==> src/rtl/aux_retry_pkg.sv <==
`timescale 1ns/1ps
// Shared codes for the AUX retry controller.
// Assumes: channel results are 2 bits, reply codes are 4 bits.
package aux_retry_pkg;
    localparam logic [1:0] CH_OK      = 2'd0;
    localparam logic [1:0] CH_INVALID = 2'd1;
    localparam logic [1:0] CH_TIMEOUT = 2'd2;
    localparam logic [1:0] CH_DISCON  = 2'd3;

    localparam logic [3:0] RP_ACK        = 4'd0;
    localparam logic [3:0] RP_NACK       = 4'd1;
    localparam logic [3:0] RP_CH_DEFER   = 4'd2;
    localparam logic [3:0] RP_I2C_NACK   = 4'd3;
    localparam logic [3:0] RP_I2C_DEFER  = 4'd4;
    localparam logic [3:0] RP_BUS_DEFER  = 4'd5;
    localparam logic [3:0] RP_HPD_LOST   = 4'd6;

    typedef enum logic [2:0] {
        VD_PASS,
        VD_FAIL,
        VD_RETRY,
        VD_WAIT_SHORT,
        VD_WAIT_INVALID
    } verdict_e;

    typedef enum logic [1:0] {
        ST_IDLE,
        ST_LAUNCH,
        ST_AWAIT,
        ST_DELAY
    } ctrl_state_e;
endpackage

==> src/rtl/aux_wait_timer.sv <==
`timescale 1ns/1ps
// Down-counter that times the inter-retry waits.
// Assumes: load arrives on the cycle the controller enters its delay state;
// busy stays high for exactly the selected number of cycles minus one, so
// the delay state lasts the full interval.
module aux_wait_timer #(
    parameter int SHORT_CYC = 60000,
    parameter int LONG_CYC  = 80000
) (
    input  logic clk,
    input  logic rst_n,
    input  logic load,
    input  logic long_sel,
    output logic busy
);
    localparam int WMAX = (SHORT_CYC > LONG_CYC) ? SHORT_CYC : LONG_CYC;
    localparam int TW   = $clog2(WMAX + 1);
    localparam logic [TW-1:0] SHORT_LD = TW'(SHORT_CYC - 1);
    localparam logic [TW-1:0] LONG_LD  = TW'(LONG_CYC - 1);

    logic [TW-1:0] cnt_q;

    // Load the interval, then count down to zero.
    always_ff @(posedge clk) begin
        if (!rst_n)            cnt_q <= '0;
        else if (load)         cnt_q <= long_sel ? LONG_LD : SHORT_LD;
        else if (cnt_q != '0)  cnt_q <= cnt_q - 1'b1;
    end

    assign busy = (cnt_q != '0);


    timer_reload_chk: assert property (@(posedge clk) disable iff (!rst_n)
        load && long_sel |=> cnt_q == LONG_LD);
endmodule

==> src/rtl/aux_cause_tracker.sv <==
`timescale 1ns/1ps
// Per-cause retry budgets and the verdict for each attempt outcome.
// Assumes: eval is high for one cycle per outcome and never together with clear.
// The verdict ignores the total attempt cap; the controller applies it.
module aux_cause_tracker
    import aux_retry_pkg::*;
#(
    parameter int SHORT_LIMIT   = 7,
    parameter int DEFER_LIMIT   = 7,
    parameter int BUS_LIMIT     = 7,
    parameter int INVALID_LIMIT = 2,
    parameter int TIMEOUT_LIMIT = 3,
    parameter int CW            = 3
) (
    input  logic       clk,
    input  logic       rst_n,
    input  logic       clear,
    input  logic       eval,
    input  logic [1:0] result,
    input  logic [3:0] reply,
    input  logic       short_ack,
    output verdict_e   verdict
);
    localparam logic [CW-1:0] SL = CW'(SHORT_LIMIT);
    localparam logic [CW-1:0] DL = CW'(DEFER_LIMIT);
    localparam logic [CW-1:0] BL = CW'(BUS_LIMIT);
    localparam logic [CW-1:0] IL = CW'(INVALID_LIMIT);
    localparam logic [CW-1:0] TL = CW'(TIMEOUT_LIMIT);

    logic [CW-1:0] short_q, def_q, bus_q, inv_q, tmo_q;
    logic [CW-1:0] short_n, def_n, bus_n, inv_n, tmo_n;

    // Classify the outcome and work out the next count for each cause.
    always_comb begin
        verdict = VD_FAIL;
        short_n = short_q;
        def_n   = def_q;
        bus_n   = bus_q;
        inv_n   = inv_q;
        tmo_n   = tmo_q;
        case (result)
            CH_OK: begin
                inv_n = '0;
                tmo_n = '0;
                case (reply)
                    RP_ACK: begin
                        if (short_ack) begin
                            short_n = short_q + 1'b1;
                            verdict = (short_n >= SL) ? VD_FAIL : VD_WAIT_SHORT;
                        end else begin
                            verdict = VD_PASS;
                        end
                    end
                    RP_CH_DEFER, RP_I2C_NACK, RP_I2C_DEFER: begin
                        def_n   = def_q + 1'b1;
                        verdict = (def_n >= DL) ? VD_FAIL : VD_RETRY;
                    end
                    RP_BUS_DEFER: begin
                        def_n   = '0;
                        bus_n   = bus_q + 1'b1;
                        verdict = (bus_n >= BL) ? VD_FAIL : VD_RETRY;
                    end
                    default: verdict = VD_FAIL;
                endcase
            end
            CH_INVALID: begin
                inv_n   = inv_q + 1'b1;
                verdict = (inv_n >= IL) ? VD_FAIL : VD_WAIT_INVALID;
            end
            CH_TIMEOUT: begin
                tmo_n   = tmo_q + 1'b1;
                verdict = (tmo_n >= TL) ? VD_FAIL : VD_RETRY;
            end
            default: verdict = VD_FAIL;
        endcase
    end

    // Hold the counts; clear on a new transfer, update on each outcome.
    always_ff @(posedge clk) begin
        if (!rst_n || clear) begin
            short_q <= '0;
            def_q   <= '0;
            bus_q   <= '0;
            inv_q   <= '0;
            tmo_q   <= '0;
        end else if (eval) begin
            short_q <= short_n;
            def_q   <= def_n;
            bus_q   <= bus_n;
            inv_q   <= inv_n;
            tmo_q   <= tmo_n;
        end
    end


    ok_clears_chk: assert property (@(posedge clk) disable iff (!rst_n)
        eval && result == CH_OK |=> tmo_q == '0 && inv_q == '0);

    bus_defer_clears_chk: assert property (@(posedge clk) disable iff (!rst_n)
        eval && result == CH_OK && reply == RP_BUS_DEFER |=> def_q == '0);

    clear_zero_chk: assert property (@(posedge clk) disable iff (!rst_n)
        clear |=> short_q == '0 && def_q == '0 && bus_q == '0);
endmodule

==> src/rtl/aux_retry_ctrl.sv <==
`timescale 1ns/1ps
// Retry sequencer for one auxiliary-channel transfer.
// Launches attempts, reads each outcome, and passes, fails, relaunches or
// waits. Assumes: the engine answers each launch with exactly one att_done;
// is_write and req_len are sampled when start is accepted.
module aux_retry_ctrl
    import aux_retry_pkg::*;
#(
    parameter int LEN_W           = 5,
    parameter int CLK_MHZ         = 200,
    parameter int MAX_ATTEMPTS    = 7,
    parameter int SHORT_LIMIT     = 7,
    parameter int DEFER_LIMIT     = 7,
    parameter int BUS_LIMIT       = 7,
    parameter int INVALID_LIMIT   = 2,
    parameter int TIMEOUT_LIMIT   = 3,
    parameter int SHORT_WAIT_US   = 300,
    parameter int INVALID_WAIT_US = 400
) (
    input  logic             clk,
    input  logic             rst_n,
    input  logic             start,
    input  logic             is_write,
    input  logic [LEN_W-1:0] req_len,
    input  logic             att_done,
    input  logic [1:0]       att_result,
    input  logic [3:0]       att_reply,
    input  logic [LEN_W-1:0] att_bytes,
    output logic             launch,
    output logic             waiting,
    output logic             done,
    output logic             pass
);
    localparam int L1   = (SHORT_LIMIT > DEFER_LIMIT) ? SHORT_LIMIT : DEFER_LIMIT;
    localparam int L2   = (BUS_LIMIT > INVALID_LIMIT) ? BUS_LIMIT : INVALID_LIMIT;
    localparam int L3   = (L1 > L2) ? L1 : L2;
    localparam int LMAX = (L3 > TIMEOUT_LIMIT) ? L3 : TIMEOUT_LIMIT;
    localparam int CW   = $clog2(LMAX + 1);
    localparam int AW   = $clog2(MAX_ATTEMPTS + 1);
    localparam logic [AW-1:0] ACAP = AW'(MAX_ATTEMPTS);

    ctrl_state_e      state_q;
    logic [AW-1:0]    attempts_q;
    logic             wr_q;
    logic [LEN_W-1:0] len_q;
    logic             done_q, pass_q;
    logic             accept, eval, short_ack, budget_left, t_busy, t_load;
    verdict_e         verdict;

    assign accept      = (state_q == ST_IDLE) && start;
    assign eval        = (state_q == ST_AWAIT) && att_done;
    assign short_ack   = !wr_q && (att_bytes != len_q);
    assign budget_left = (attempts_q < ACAP);
    assign t_load      = eval && budget_left &&
                         (verdict == VD_WAIT_SHORT || verdict == VD_WAIT_INVALID);

    aux_cause_tracker #(
        .SHORT_LIMIT  (SHORT_LIMIT),
        .DEFER_LIMIT  (DEFER_LIMIT),
        .BUS_LIMIT    (BUS_LIMIT),
        .INVALID_LIMIT(INVALID_LIMIT),
        .TIMEOUT_LIMIT(TIMEOUT_LIMIT),
        .CW           (CW)
    ) u_tracker (
        .clk      (clk),
        .rst_n    (rst_n),
        .clear    (accept),
        .eval     (eval),
        .result   (att_result),
        .reply    (att_reply),
        .short_ack(short_ack),
        .verdict  (verdict)
    );

    aux_wait_timer #(
        .SHORT_CYC(SHORT_WAIT_US * CLK_MHZ),
        .LONG_CYC (INVALID_WAIT_US * CLK_MHZ)
    ) u_timer (
        .clk     (clk),
        .rst_n   (rst_n),
        .load    (t_load),
        .long_sel(verdict == VD_WAIT_INVALID),
        .busy    (t_busy)
    );

    // Transfer sequencing: accept, launch, await outcome, act on the verdict.
    always_ff @(posedge clk) begin
        if (!rst_n) begin
            state_q    <= ST_IDLE;
            attempts_q <= '0;
            wr_q       <= 1'b0;
            len_q      <= '0;
            done_q     <= 1'b0;
            pass_q     <= 1'b0;
        end else begin
            done_q <= 1'b0;
            case (state_q)
                ST_IDLE: if (start) begin
                    state_q    <= ST_LAUNCH;
                    attempts_q <= '0;
                    wr_q       <= is_write;
                    len_q      <= req_len;
                    pass_q     <= 1'b0;
                end
                ST_LAUNCH: begin
                    attempts_q <= attempts_q + 1'b1;
                    state_q    <= ST_AWAIT;
                end
                ST_AWAIT: if (att_done) begin
                    case (verdict)
                        VD_PASS: begin
                            done_q  <= 1'b1;
                            pass_q  <= 1'b1;
                            state_q <= ST_IDLE;
                        end
                        VD_FAIL: begin
                            done_q  <= 1'b1;
                            state_q <= ST_IDLE;
                        end
                        default: begin
                            if (!budget_left) begin
                                done_q  <= 1'b1;
                                state_q <= ST_IDLE;
                            end else if (verdict == VD_RETRY) begin
                                state_q <= ST_LAUNCH;
                            end else begin
                                state_q <= ST_DELAY;
                            end
                        end
                    endcase
                end
                ST_DELAY: if (!t_busy) state_q <= ST_LAUNCH;
                default: state_q <= ST_IDLE;
            endcase
        end
    end

    assign launch  = (state_q == ST_LAUNCH);
    assign waiting = (state_q == ST_DELAY);
    assign done    = done_q;
    assign pass    = pass_q;


    launch_pulse_chk: assert property (@(posedge clk) disable iff (!rst_n)
        launch |=> !launch);

    attempt_cap_chk: assert property (@(posedge clk) disable iff (!rst_n)
        attempts_q <= ACAP);

    nack_fail_chk: assert property (@(posedge clk) disable iff (!rst_n)
        eval && att_result == CH_OK && att_reply == RP_NACK |=> done && !pass);

    timeout_nowait_chk: assert property (@(posedge clk) disable iff (!rst_n)
        eval && att_result == CH_TIMEOUT |=> !waiting);

    invalid_wait_chk: assert property (@(posedge clk) disable iff (!rst_n)
        eval && att_result == CH_INVALID |=> waiting || (done && !pass));

    done_quiet_chk: assert property (@(posedge clk) disable iff (!rst_n)
        done |-> !launch && !waiting);
endmodule

==> config.mk <==
export PLATFORM = sky130hd
export DESIGN_NAME = aux_retry_ctrl
export DESIGN_NICKNAME = d
export VERILOG_FILES = /design/src/rtl/aux_retry_pkg.sv /design/src/rtl/aux_wait_timer.sv /design/src/rtl/aux_cause_tracker.sv /design/src/rtl/aux_retry_ctrl.sv
export SDC_FILE = /design/constraint.sdc
export NUM_CORES = 1
export LEC_CHECK = 0
export ABC_AREA = 1
export BUFFER_PORTS_ARGS = -buffer_cell sky130_fd_sc_hd__clkbuf_2
export CORE_MARGIN = 4
export CORE_UTILIZATION = 50
export CTS_CLUSTER_DIAMETER = 80
export DETAILED_ROUTE_END_ITERATION = 12
export PLACE_DENSITY = 0.83
export SLEW_MARGIN = 20
export SYNTH_ARGS = -nofsm -noshare
export SYNTH_HDL_FRONTEND = slang
export SYNTH_SLANG_ARGS = --single-unit
==> constraint.sdc <==
create_clock -name clk -period 1.7 [get_ports clk]
set_input_delay 0.085 -clock clk [delete_from_list [all_inputs] [get_ports clk]]
set_output_delay 0.085 -clock clk [all_outputs]
set_load 0.01 [all_outputs]
# Yosys cells after proc, flatten, opt, wreduce, memory -nomap -nowiden
# Cells that the tools add are included.
word_totals:
  reg_bits: 45
  input_bits: 21
  output_inout_bits: 4
  word_cells: 104
op_classes:
  n_addsub: 7
  magnitude_cmp: 6
  eq_ne: 18
  muxes: 29
  reduce_logical: 32
op_table:
  columns: ["cell", "count"]
  rows:
  - ["two-way mux 17 bit", 3]
  - ["case mux 3 bit (2 select lines)", 4]
  - ["two-way mux 2 bit", 10]
  - ["adder 3 x 1 -> 3 bit (second input constant)", 6]
  - ["case mux 3 bit (3 select lines)", 2]
  - ["nonzero test 17 bit", 1]
  - ["subtractor 17 x 1 -> 17 bit (second input constant)", 1]
  - ["AND reduction 3 bit", 4]
  - ["nonzero test 2 bit", 6]
  - [">= comparator 3 bit (second input constant)", 3]
  - ["two-way mux 3 bit", 3]
  - ["equality test 4 x 2 -> 1 bit (second input constant)", 2]
  - ["equality test 4 x 3 -> 1 bit (second input constant)", 2]
  - ["case mux 2 bit (4 select lines)", 1]
  - ["AND reduction 2 bit", 4]
  - ["AND reduction 4 bit", 2]
  - ["equality test 2 bit (second input constant)", 3]
  - ["equality test 3 x 2 -> 1 bit (second input constant)", 2]
  - [">= comparator 3 x 2 -> 1 bit (second input constant)", 2]
  - ["!= test 2 bit (second input constant)", 3]
  - ["logical AND 1 bit", 5]
  - ["two-way mux 1 bit", 5]
  - ["!= test 5 bit", 1]
  - ["equality test 2 x 1 -> 1 bit (second input constant)", 2]
  - ["other kinds (12)", 15]

# Depth between registers and ports, before layout
# Gate-level depths: netlist (run 1).
logic_depth:
  ltp_word: 12
  ltp_mapped: 18
  mapped_depth_nobuf: 18

# Hierarchy
# A second synthesis (run 1) with hierarchy kept.
hier_totals:
  hier_cells: 412
  hier_area_um2: 2800.2
by_module_without_submodules:
  columns: ["module", "instances", "cells_per_inst", "area_per_inst_um2", "seq_area_each_um2"]
  rows:
  - ["aux_cause_tracker", 1, 154, 1058.5, 300.3]
  - ["aux_wait_timer", 1, 151, 1002.2, 340.3]
  - ["aux_retry_ctrl", 1, 107, 739.5, 260.2]

# Least setup slack after synthesis (run 1)
# Ideal clock, no wire load.
synth_timing:
  kind: "register to register"
  startpoint: "register u_tracker.bus_q[0]"
  endpoint: "register u_timer.cnt_q[10]"
  setup_ns: 0.064
  arrival_time_ns: 1.714
  t_required_ns: 1.636
  slack_ns: -0.078
  stages_incl_launch_ff: 17
  n_path_buf: 1
  period_less_slack_ns: 1.778
  path_cell_list: "dfxtp_1 inv_1 ha_1 o21bai_1 nand2_1 nand2_1 nand2_1 inv_1 nand2_1 nand2_1 nand2_1 nand2_1 nand2_2 nand2_4 buf_6 nand2_1 nor2_1"
synth_between:
  elab_chain_cells: 9
  word_cells_on_any_way: 11
  classes_between: "1 x add/sub; 1 x order compare; 2 x eq/ne; 4 x mux; 3 x reduce/logical"
synth_rtl:
  columns: ["element", "line", "rtl"]
  rows:
  - ["start, declared", "aux_cause_tracker.sv:30", "logic [CW-1:0] short_q, def_q, bus_q, inv_q, tmo_q;"]
  - ["start signal, assigned", "aux_cause_tracker.sv:89", "bus_q <= bus_n;"]
  - ["adder 3 x 1 -> 3 bit *", "aux_cause_tracker.sv:60", "bus_n = bus_q + 1'b1;"]
  - [">= comparator 3 bit *", "aux_cause_tracker.sv:61", "verdict = (bus_n >= BL) ? VD_FAIL : VD_RETRY;"]
  - ["two-way mux 2 bit *", "aux_cause_tracker.sv:61", null]
  - ["case mux 3 bit (3 select lines) *", "aux_cause_tracker.sv:45", "case (reply)"]
  - ["case mux 3 bit (3 select lines) *", "aux_cause_tracker.sv:41", "case (result)"]
  - ["equality test 3 x 2 -> 1 bit / equality test 3 bit (equally long branches)", "aux_retry_ctrl.sv:55", "(verdict == VD_WAIT_SHORT || verdict == VD_WAIT_INVALID);"]
  - ["logical OR 1 bit *", "aux_retry_ctrl.sv:55", null]
  - ["logical AND 1 bit *", "aux_retry_ctrl.sv:54", "assign t_load = eval && budget_left &&"]
  - ["two-way mux 17 bit / nonzero test 2 bit (equally long branches)", null, null]
  - ["end signal, assigned", "aux_wait_timer.sv:26", "else if (load) cnt_q <= long_sel ? LONG_LD : SHORT_LD;"]
  - ["end signal, assigned", "aux_wait_timer.sv:27", "else if (cnt_q != '0) cnt_q <= cnt_q - 1'b1;"]
  - ["end, declared", "aux_wait_timer.sv:21", "logic [TW-1:0] cnt_q;"]
# Mark *: on every way between the ends. The rest lies on a longest branch, timed or not.
# A chain may end at the register's enable or synchronous reset.

# Final worst setup path (run 1)
layout_timing:
  startpoint: "register u_tracker.def_q[0]"
  endpoint: "register u_timer.cnt_q[7]"
layout_between:
  elab_chain_cells: 9
  word_cells_on_any_way: 11
  classes_between: "1 x add/sub; 1 x order compare; 2 x eq/ne; 4 x mux; 3 x reduce/logical"
layout_rtl:
  columns: ["element", "line", "rtl"]
  rows:
  - ["start, declared", "aux_cause_tracker.sv:30", null]
  - ["start signal, assigned", "aux_cause_tracker.sv:88", "def_q <= def_n;"]
  - ["adder 3 x 1 -> 3 bit *", "aux_cause_tracker.sv:55", "def_n = def_q + 1'b1;"]
  - [">= comparator 3 bit *", "aux_cause_tracker.sv:56", "verdict = (def_n >= DL) ? VD_FAIL : VD_RETRY;"]
  - ["two-way mux 2 bit *", "aux_cause_tracker.sv:56", null]
  - ["case mux 3 bit (3 select lines) *", "aux_cause_tracker.sv:45", null]
  - ["case mux 3 bit (3 select lines) *", "aux_cause_tracker.sv:41", null]
  - ["equality test 3 x 2 -> 1 bit / equality test 3 bit (equally long branches)", "aux_retry_ctrl.sv:55", null]
  - ["logical OR 1 bit *", "aux_retry_ctrl.sv:55", null]
  - ["logical AND 1 bit *", "aux_retry_ctrl.sv:54", null]
  - ["two-way mux 17 bit / nonzero test 2 bit (equally long branches)", null, null]
# Marks and branches as above.

==> impl_metrics.tcl, run 1 <==
set metrics [dict create \
    crit_arrival_ns 2.12 \
    synth_area_leaders "dfxtp_1 34%, nand2_1 12%, nor2_1 8.8%" \
    yosysTopAreaCell "dfxtp_1" \
    yosysWarnings 0 \
    synth.yosys.seq_area_share 0.336 \
    syn_to_final_growth_pct 30.8 \
    drtIter0Drc 132 \
    path_clk_slew_ns 0.09 \
    relSlewSlack 0.740 \
    root_buffer "clkbuf_8" \
    htree_levels 2 \
    row_count 26 \
    drc_errors 0 \
    peakVddDrop_uv 801 \
    globalRouteTotalUtil 0.212 \
    clockBufferDepth 2 \
    antenna_found_initial 0 \
    worst_setup_path_end_kind "flip-flop" \
    syn_area_per_cell_um2 6.83 \
    start_util 0.522 \
    grt_max_degree 15 \
    grt_pass1_vias 2581 \
    critPathLaunchType "flip-flop" \
    synth_top_cell_area_share 0.336 \
    hold_path.class "input port to flip-flop" \
    num_vias 2681 \
    die_y_um 81.3 \
    ant_nets 0 \
    drive_gt1_frac 0.302 \
    numCtsBuffers 5 \
    dp.cells 518 \
    crit_type "flip-flop to flip-flop" \
    fin_hold_ws_ns 0.0408 \
    syn_area_um2 2680 \
    synth-async-reset-ratio 0 \
    core_um2 5140 \
    rsz0062_at_grt "true" \
    dp_hpwl_um 4690 \
    synthFlopType "dfxtp_1" \
    violations "setup timing" \
    place_ws_ns -0.205 \
    die_area_um2 6600 \
    instances_no_fill 530 \
    placed_area_um2 3150 \
    synth.distinct_cells 40 \
    synth_seq_cells 45 \
    die_w_um 81.3 \
    nets 497 \
    final_cell_area_um2 3510 \
    setup_viol 19 \
    p_per_area_nw_per_um2 1530 \
    cts_tree "yes" \
    syn_inst 393 \
    clock-sinks 45 \
    worst_ep_required_time_ns 1.90 \
    fin_skew_ns 0.0141 \
    synth_nets 430 \
    maxCapViolCount 0 \
    drt_pass1_iterations 4 \
    status "finished with violations" \
    synth_edf_count 0 \
    routedWlPerCell_um 12.8 \
    fin_util 0.683 \
    clock_latency_ns 0.30 \
    io_pins 25 \
    tightest_slew_ns 0.386 \
    setup_slack_ns -0.218 \
    io_buffers 24 \
    viasPerCell 5.06 \
    finalCriticalPeriod_ns 1.92 \
    path_max_fanout 6 \
    slew_viol_final 0 \
    overflow 0 \
    finalHoldViolCount 0 \
    diodes 0 \
    grt_pass1_wl_um 11000 \
    place.gp.congestion 0.846 \
    finalWirelength_um 6760 \
    period_share 1.13 \
    p_leak_nw 1.69 \
    max_freq_mhz 521 \
]
[per-stage QoR]
| step | power [mW] | TNS [ns] |
|---|---|---|
| floorplan | 3.36 | -0.155 |
| global placement | 4.09 | -1.75 |
| detailed placement | 4.21 | -3.19 |
| CTS | 5.08 | -2.59 |
| global route | 5.80 | -7.21 |
| finish | 5.38 | -3.45 |
[path summary, 6_finish.rpt]
| check | cells past startpoint | slack, ns | startpoint | endpoint |
|---|---|---|---|---|
| max | 16 | -0.22 | u_tracker.def_q[0] | u_timer.cnt_q[7] |
| min | 3 | 0.04 | req_len[0] | len_q[0] |
| max reg2reg | 16 | -0.22 | u_tracker.def_q[0] | u_timer.cnt_q[7] |
| min reg2reg | 2 | 0.47 | len_q[1] | len_q[1] |
[synth_stat cells, types with 2 or more instances]
library cell and n:
ha_1 16, dfxtp_1 45, clkbuf_1 3, nand3_2 2
xnor2_1 4, o21ai_1 2, or2_2 2, o21ai_0 20
nand4_1 2, a21oi_1 25, nand2_1 84, a31oi_1 5
nor4_1 2, inv_1 56, o21bai_1 2, nor3_1 5
xor2_1 10, nand3_1 18, a211oi_1 3, nand2_2 4
nor2_1 63, inv_2 2
[cell usage in the layout, fill, tap and decap left out, types with 2 or more instances in the layout]
cell      instances
a211oi_1          3
a21oi_1          19
a21oi_2           5
a21oi_4           2
a31oi_1           5
buf_4            37
clkbuf_2         24
clkbuf_8          5
clkinv_2          2
dfxtp_1          39
dfxtp_2           5
ha_1             13
ha_4              2
inv_1            52
inv_2             6
nand2_1          69
nand2_2          17
nand2_4           3
nand3_1          16
nand3_2           2
nand3_4           2
nand4_1           2
nor2_1           55
nor2_2            7
nor2_4            3
nor3_1            4
o21ai_0          15
o21ai_1           6
or2_2             2
xnor2_1           4
xor2_1            9
[what timing repair did]
item | in CTS | in global routing
hold buffers | 0 | 0
pin swaps | 9 | 9
gates resized for setup | 22 | 43
gates cloned | 1 | 0
buffers inserted | 1 | 3
endpoints found under the setup margin | 20 | 34
[layer usage]
metal / wire (um) / global-route usage
met2: 3390 / 0.366
met1: 2910 / 0.251
met3: 278 / 0.0410
met5: 0 / 0
met4: 184 / 0.0963
[flip-flops by register name, indices dropped and copies added, names as in the netlist]
signal             cells
u_tracker.bus_q        3
u_tracker.tmo_q        3
u_timer.cnt_q         17
state_q                2
u_tracker.inv_q        3
pass                   1
len_q                  5
u_tracker.def_q        3
done                   1
u_tracker.short_q      3
attempts_q             3
wr_q                   1
[power by group]
| part | switching (mW) | internal, mW | total (mW) |
|---|---|---|---|
| registers | 0.223 | 1.33 | 1.55 |
| clock network | 0.370 | 0.428 | 0.798 |
| logic | 1.73 | 1.29 | 3.03 |
| total | 2.33 | 3.05 | 5.38 |
[worst max-delay path: stages (launching register included)]
cell and delay (ns):
dfxtp_2 0.36, inv_2 0.06, ha_4 0.27, nor2_4 0.04, nor2_2 0.12, o21ai_1 0.10, nand2_1 0.07, inv_1 0.03
nand2_1 0.07, nand2_2 0.07, nand2_2 0.10, nand2_2 0.08, nand2_4 0.11, nand2_8 0.09, buf_12 0.16, nand2_4 0.06
nor2_1 0.04
[final cells by class]
type / instances / area [um2]
clock buffer: 5 / 68.8
clock inverter: 2 / 35.0
fill: 400 / 1630
inverter: 59 / 223
multi-input combinational: 286 / 1760
sequential: 45 / 911
tap: 70 / 87.6
timing repair buffer: 63 / 429
[cell families (layout without fill, tap and decap cells)]
family                   after synthesis  after routing  share of synthesized area
buffers and inverters                 63            129                     0.0909
AO/OA/AOI/OAI                         61             61                      0.130
AND/OR/NAND/NOR                      194            195                      0.324
XOR/XNOR                              14             14                     0.0457
flip-flops                            45             45                      0.336
adder cells (fa/ha/maj)               16             16                     0.0746
No activity file was read; power rests on OpenSTA's default activity.
==> run 2, diff against run 1 <==
CORE_UTILIZATION = 30   (was 50)
PLACE_DENSITY = 0.59   (was 0.83)
==> impl_metrics.tcl, run 2 (synthesized netlist as in run 1, its figures left out) <==
set metrics [dict create \
    violations "setup timing" \
    worst_ep_required_time_ns 1.93 \
    ant_nets 0 \
    io_pins 25 \
    clkPwrFrac 0.155 \
    grt_max_degree 15 \
    die_y_um 103 \
    final_common_cell "nand2_1" \
    internal_power_mw 3.06 \
    status "finished with violations" \
    tightest_slew_ns 0.668 \
    diodes 0 \
    clockBufferDepth 2 \
    critPathLaunchType "flip-flop" \
    syn_to_final_growth_pct 34.0 \
    numCtsBuffers 5 \
    cts_tree "yes" \
    crit_chain "inv_2 -> ha_4 -> nor2_4 -> nor2_4 -> nor2_2 -> nand2_1 -> nand2_1 -> nor2_1 -> nand2_1 -> nand2_1 -> nand2_1 -> nand2_2 -> nand2_4 -> nand2_8 -> nand2_2 -> nand2_1 -> nand2_1 -> nor2_1" \
    max_freq_mhz 534 \
    fin_tns_setup_ns -2.45 \
    finalCriticalPeriod_ns 1.87 \
    p_sw_frac 0.416 \
    globalRouteTotalUtil 0.125 \
    drt_pass1_iterations 4 \
    peakVddDrop_uv 552 \
    drc_errors 0 \
    root_buffer "clkbuf_8" \
    viasPerCell 4.54 \
    fin_hold_ws_ns 0.0483 \
    grt_pass1_vias 2483 \
    regMostFlops "u_timer.cnt_q" \
    clock_latency_ns 0.29 \
    dp_hpwl_um 4740 \
    timing.critical_path.mode_cell "nand2_1" \
    nets 501 \
    setup_viol 20 \
    io_buffers 24 \
    switching_power_mw 2.17 \
    hold_path.class "input port to flip-flop" \
    fillCellCount 902 \
    worst_setup_path_end_kind "flip-flop" \
    finalWirelength_um 6290 \
    core_um2 8720 \
    htree_levels 2 \
    start_util 0.308 \
    clock-sinks 45 \
    rsz0062_at_grt "true" \
    r2r_setup_slack_ns -0.17 \
    drive_gt1_frac 0.286 \
    routedWlPerCell_um 11.0 \
    p_comb_frac 0.551 \
    relSlewSlack 0.550 \
    fin_skew_ns 0.00886 \
    crit_type "flip-flop to flip-flop" \
    place.gp.congestion 0.828 \
    crit_arrival_ns 2.11 \
    maxCapViolCount 0 \
    layout_common_cells "73 x nand2_1, 56 x nor2_1, 51 x inv_1, 40 x dfxtp_1, 36 x buf_4" \
    cp_slowest_cell "dfxtp_2" \
    p_leak_nw 1.71 \
    reg_top3 "u_timer.cnt_q x17, len_q x5" \
    path_max_fanout 7 \
    largest_register_ffs 17 \
    seqPwrFrac 0.294 \
    slew_viol_final 0 \
    grt_pass1_wl_um 10700 \
    antenna_found_initial 0 \
    p_per_area_nw_per_um2 1450 \
    die_area_um2 10500 \
    overflow 0 \
    row_count 34 \
    path_clk_slew_ns 0.09 \
    critPathMaxStageDelay_ns 0.35 \
    num_vias 2599 \
    die_w_um 103 \
    period_share 1.10 \
    setup_slack_ns -0.172 \
    finalHoldViolCount 0 \
    cts_hold_buf 0 \
    drtIter0Drc 52 \
]
-- run 2: changes by cell type in the layout (fill, tap and decap cells not counted), moves of 4 or more --
cell,previous run,this run
nand2_1,69,73
buf_6,1,7
nand2_2,17,10
a21oi_1,19,23
-- run 2: area by class of cell --
type,count,area [um2],share of cell area
Clock buffer,6,72.6,0.0202
Clock inverter,2,38.8,0.0108
Inverter,59,225,0.0626
Multi-Input combinational cell,286,1740,0.485
Sequential cell,45,912,0.254
Tap cell,108,135,0.0376
Timing Repair Buffer,67,469,0.130
-- run 2: layer usage --
metal	part of all wire	wire, um	track usage
met5	0	0	0
met4	0.0064	40	0.0242
met3	0.029	181	0.0277
met2	0.46	2880	0.210
met1	0.51	3180	0.165
-- run 2: metrics by stage --
stage          area, um2   util  cells  power, mW  setup slack (ns)
6_report            3600  0.412    573       5.23            -0.172
5_1_grt             3600  0.412    573       5.74            -0.340
4_1_cts             3500  0.401    572       5.21            -0.157
3_5_place_dp        3220  0.369    560       4.20            -0.213
3_3_place_gp        3220  0.369    560       4.18            -0.179
2_1_floorplan       2690      -    393       3.36           -0.0261
-- run 2: what timing repair did --
action | in CTS | in global routing
setup buffers | 3 | 1
resized for setup | 39 | 24
cloned | 1 | 0
endpoints found under the setup margin | 28 | 33
pin swaps | 15 | 17
-- run 2: final timing paths --
kind,depth (start not counted),start,endpoint
setup reg to reg,18,u_tracker.def_q[0],u_timer.cnt_q[15]
hold reg to reg,2,len_q[1],len_q[1]
hold / removal,3,req_len[0],len_q[0]
setup / recovery,18,u_tracker.def_q[0],u_timer.cnt_q[15]
-- run 2: critical path: cells and delay by family (launching register included) --
family	cells	cell delay, ns
and+or+nand+nor	16	1.16
DFF	1	0.35
adders and majority gates	1	0.27
buffers and inverters	1	0.05
-- run 2: power by group through the flow --
stage	Sequential [mW]	Clock [mW]	Combinational, mW
finish	1.54	0.810	2.88
global route	1.58	0.899	3.27
CTS	1.54	0.848	2.82
detailed placement	1.56	0	2.64
global placement	1.56	0	2.62
floorplan	1.53	0	1.83
==> run 3, diff against run 2 <==
CORE_UTILIZATION = 53   (was 30)
PLACE_DENSITY = 0.86   (was 0.59)
==> impl_metrics.tcl, run 3 (synthesized netlist as in run 1, its figures left out) <==
set metrics [dict create \
    status "finished with violations" \
    violations "setup timing" \
    drive_gt1_frac 0.364 \
    drtIter0Drc 283 \
    diodes 0 \
    maxCapViolCount 0 \
    critPathLaunchType "flip-flop" \
    core_um2 4820 \
    die_area_um2 6270 \
    tightest_slew_ns 0.465 \
    final_common_cell "nand2_1" \
    largest_register_ffs 17 \
    nets 498 \
    root_buffer "clkbuf_8" \
    finalPower_mw 5.66 \
    place.gp.congestion 0.926 \
    multi_input_comb_area_um2 1860 \
    rsz0062_at_grt "true" \
    htree_levels 2 \
    fin_skew_ns 0.00999 \
    p_leak_nw 1.72 \
    grt_pass1_wl_um 11800 \
    crit_arrival_ns 2.14 \
    p_per_area_nw_per_um2 1560 \
    overflow 0 \
    crit_type "flip-flop to flip-flop" \
    grt_pass1_vias 2733 \
    path_clk_slew_ns 0.09 \
    antenna_found_initial 0 \
    syn_to_final_growth_pct 35.6 \
    start_util 0.557 \
    peakVddDrop_uv 766 \
    layout_common_cells "67 x nand2_1, 54 x nor2_1, 45 x inv_1, 37 x buf_4, 33 x dfxtp_1" \
    drc_errors 0 \
    io_buffers 24 \
    drt_pass1_iterations 4 \
    setup_viol 25 \
    fillCellCount 339 \
    path_max_fanout 5 \
    slew_viol_final 0 \
    globalRouteTotalUtil 0.235 \
    hold_path.class "input port to flip-flop" \
    finalCriticalPeriod_ns 1.93 \
    worst_setup_path_end_kind "flip-flop" \
    grt_max_degree 15 \
    viasPerCell 5.27 \
    clock-sinks 45 \
    regMostFlops "u_timer.cnt_q" \
    ant_nets 0 \
    numCtsBuffers 5 \
    worst_ep_required_time_ns 1.91 \
    period_share 1.14 \
    finalHoldViolCount 0 \
    final-seq-area_um2 926 \
    setup_slack_ns -0.234 \
    routedWlPerCell_um 14.1 \
    num_vias 2787 \
    die_w_um 79.2 \
    clockBufferDepth 2 \
    dp_hpwl_um 4720 \
    final_cell_area_um2 3640 \
    fin_tns_setup_ns -4.19 \
    cts_hold_buf 0 \
    reg_top3 "u_timer.cnt_q x17, len_q x5" \
    die_y_um 79.2 \
    placed_area_um2 3090 \
    io_pins 25 \
    relSlewSlack 0.688 \
    row_count 25 \
    max_freq_mhz 517 \
    clock_latency_ns 0.30 \
    fin_hold_ws_ns 0.0316 \
    cts_tree "yes" \
    finalWirelength_um 7440 \
]
==> run 3: what timing repair did <==
item                       CTS  global route
resized for setup           57            46
buffers inserted             7             4
setup endpoints to repair   24            33
pin swaps                   21            16
gates cloned                 1             0
==> run 3: path summary, 6_finish.rpt <==
path	start	endpoint	slack, ns	cells past startpoint
setup / recovery	u_tracker.def_q[0]	u_timer.cnt_q[5]	-0.23	17
setup reg to reg	u_tracker.def_q[0]	u_timer.cnt_q[5]	-0.23	17
hold reg to reg	len_q[1]	len_q[1]	0.48	2
hold / removal	req_len[4]	len_q[4]	0.03	3
==> run 3: metrics by stage <==
step / utilization / worst slack (ns) / cells
floorplan: - / -0.0261 / 393
global placement: 0.642 / -0.124 / 509
detailed placement: 0.642 / -0.200 / 509
CTS: 0.721 / -0.107 / 525
global route: 0.755 / -0.384 / 529
finish: 0.755 / -0.234 / 529
==> run 3: routing by layer <==
layer / up-vias / wire [um] / GRT usage
met5: - / 0 / 0
met3: 17 / 393 / 0.0374
met4: 0 / 162 / 0.0876
met2: 76 / 3920 / 0.434
met1: 1301 / 2970 / 0.270
li1: 1393 / - / -
==> run 3: cell type report <==
cell class                 instances  area share
multi-input combinational        286       0.510
sequential                        45       0.254
timing repair buffer              64       0.119
inverter                          59      0.0609
tap                               67      0.0230
clock buffer                       6      0.0227
clock inverter                     2      0.0103
==> run 3: where the power goes <==
group	total [mW]	internal, mW	switching [mW]
clock network	0.858	0.478	0.380
logic	3.22	1.42	1.80
registers	1.58	1.34	0.242
total	5.66	3.24	2.42
==> run 3: worst max-delay path, stage by stage (launching register included) <==
cell,delay [ns]
dfxtp_2,0.34
inv_2,0.05
ha_4,0.26
nor2_1,0.04
nor2_1,0.14
nor2_2,0.06
nand2_1,0.07
nand2_1,0.06
nor2_1,0.11
nand2_1,0.08
nand2_2,0.07
nand2_2,0.05
nand2_2,0.07
nand2_4,0.08
nand2_4,0.12
nand2_2,0.09
nand3_1,0.10
inv_1,0.04
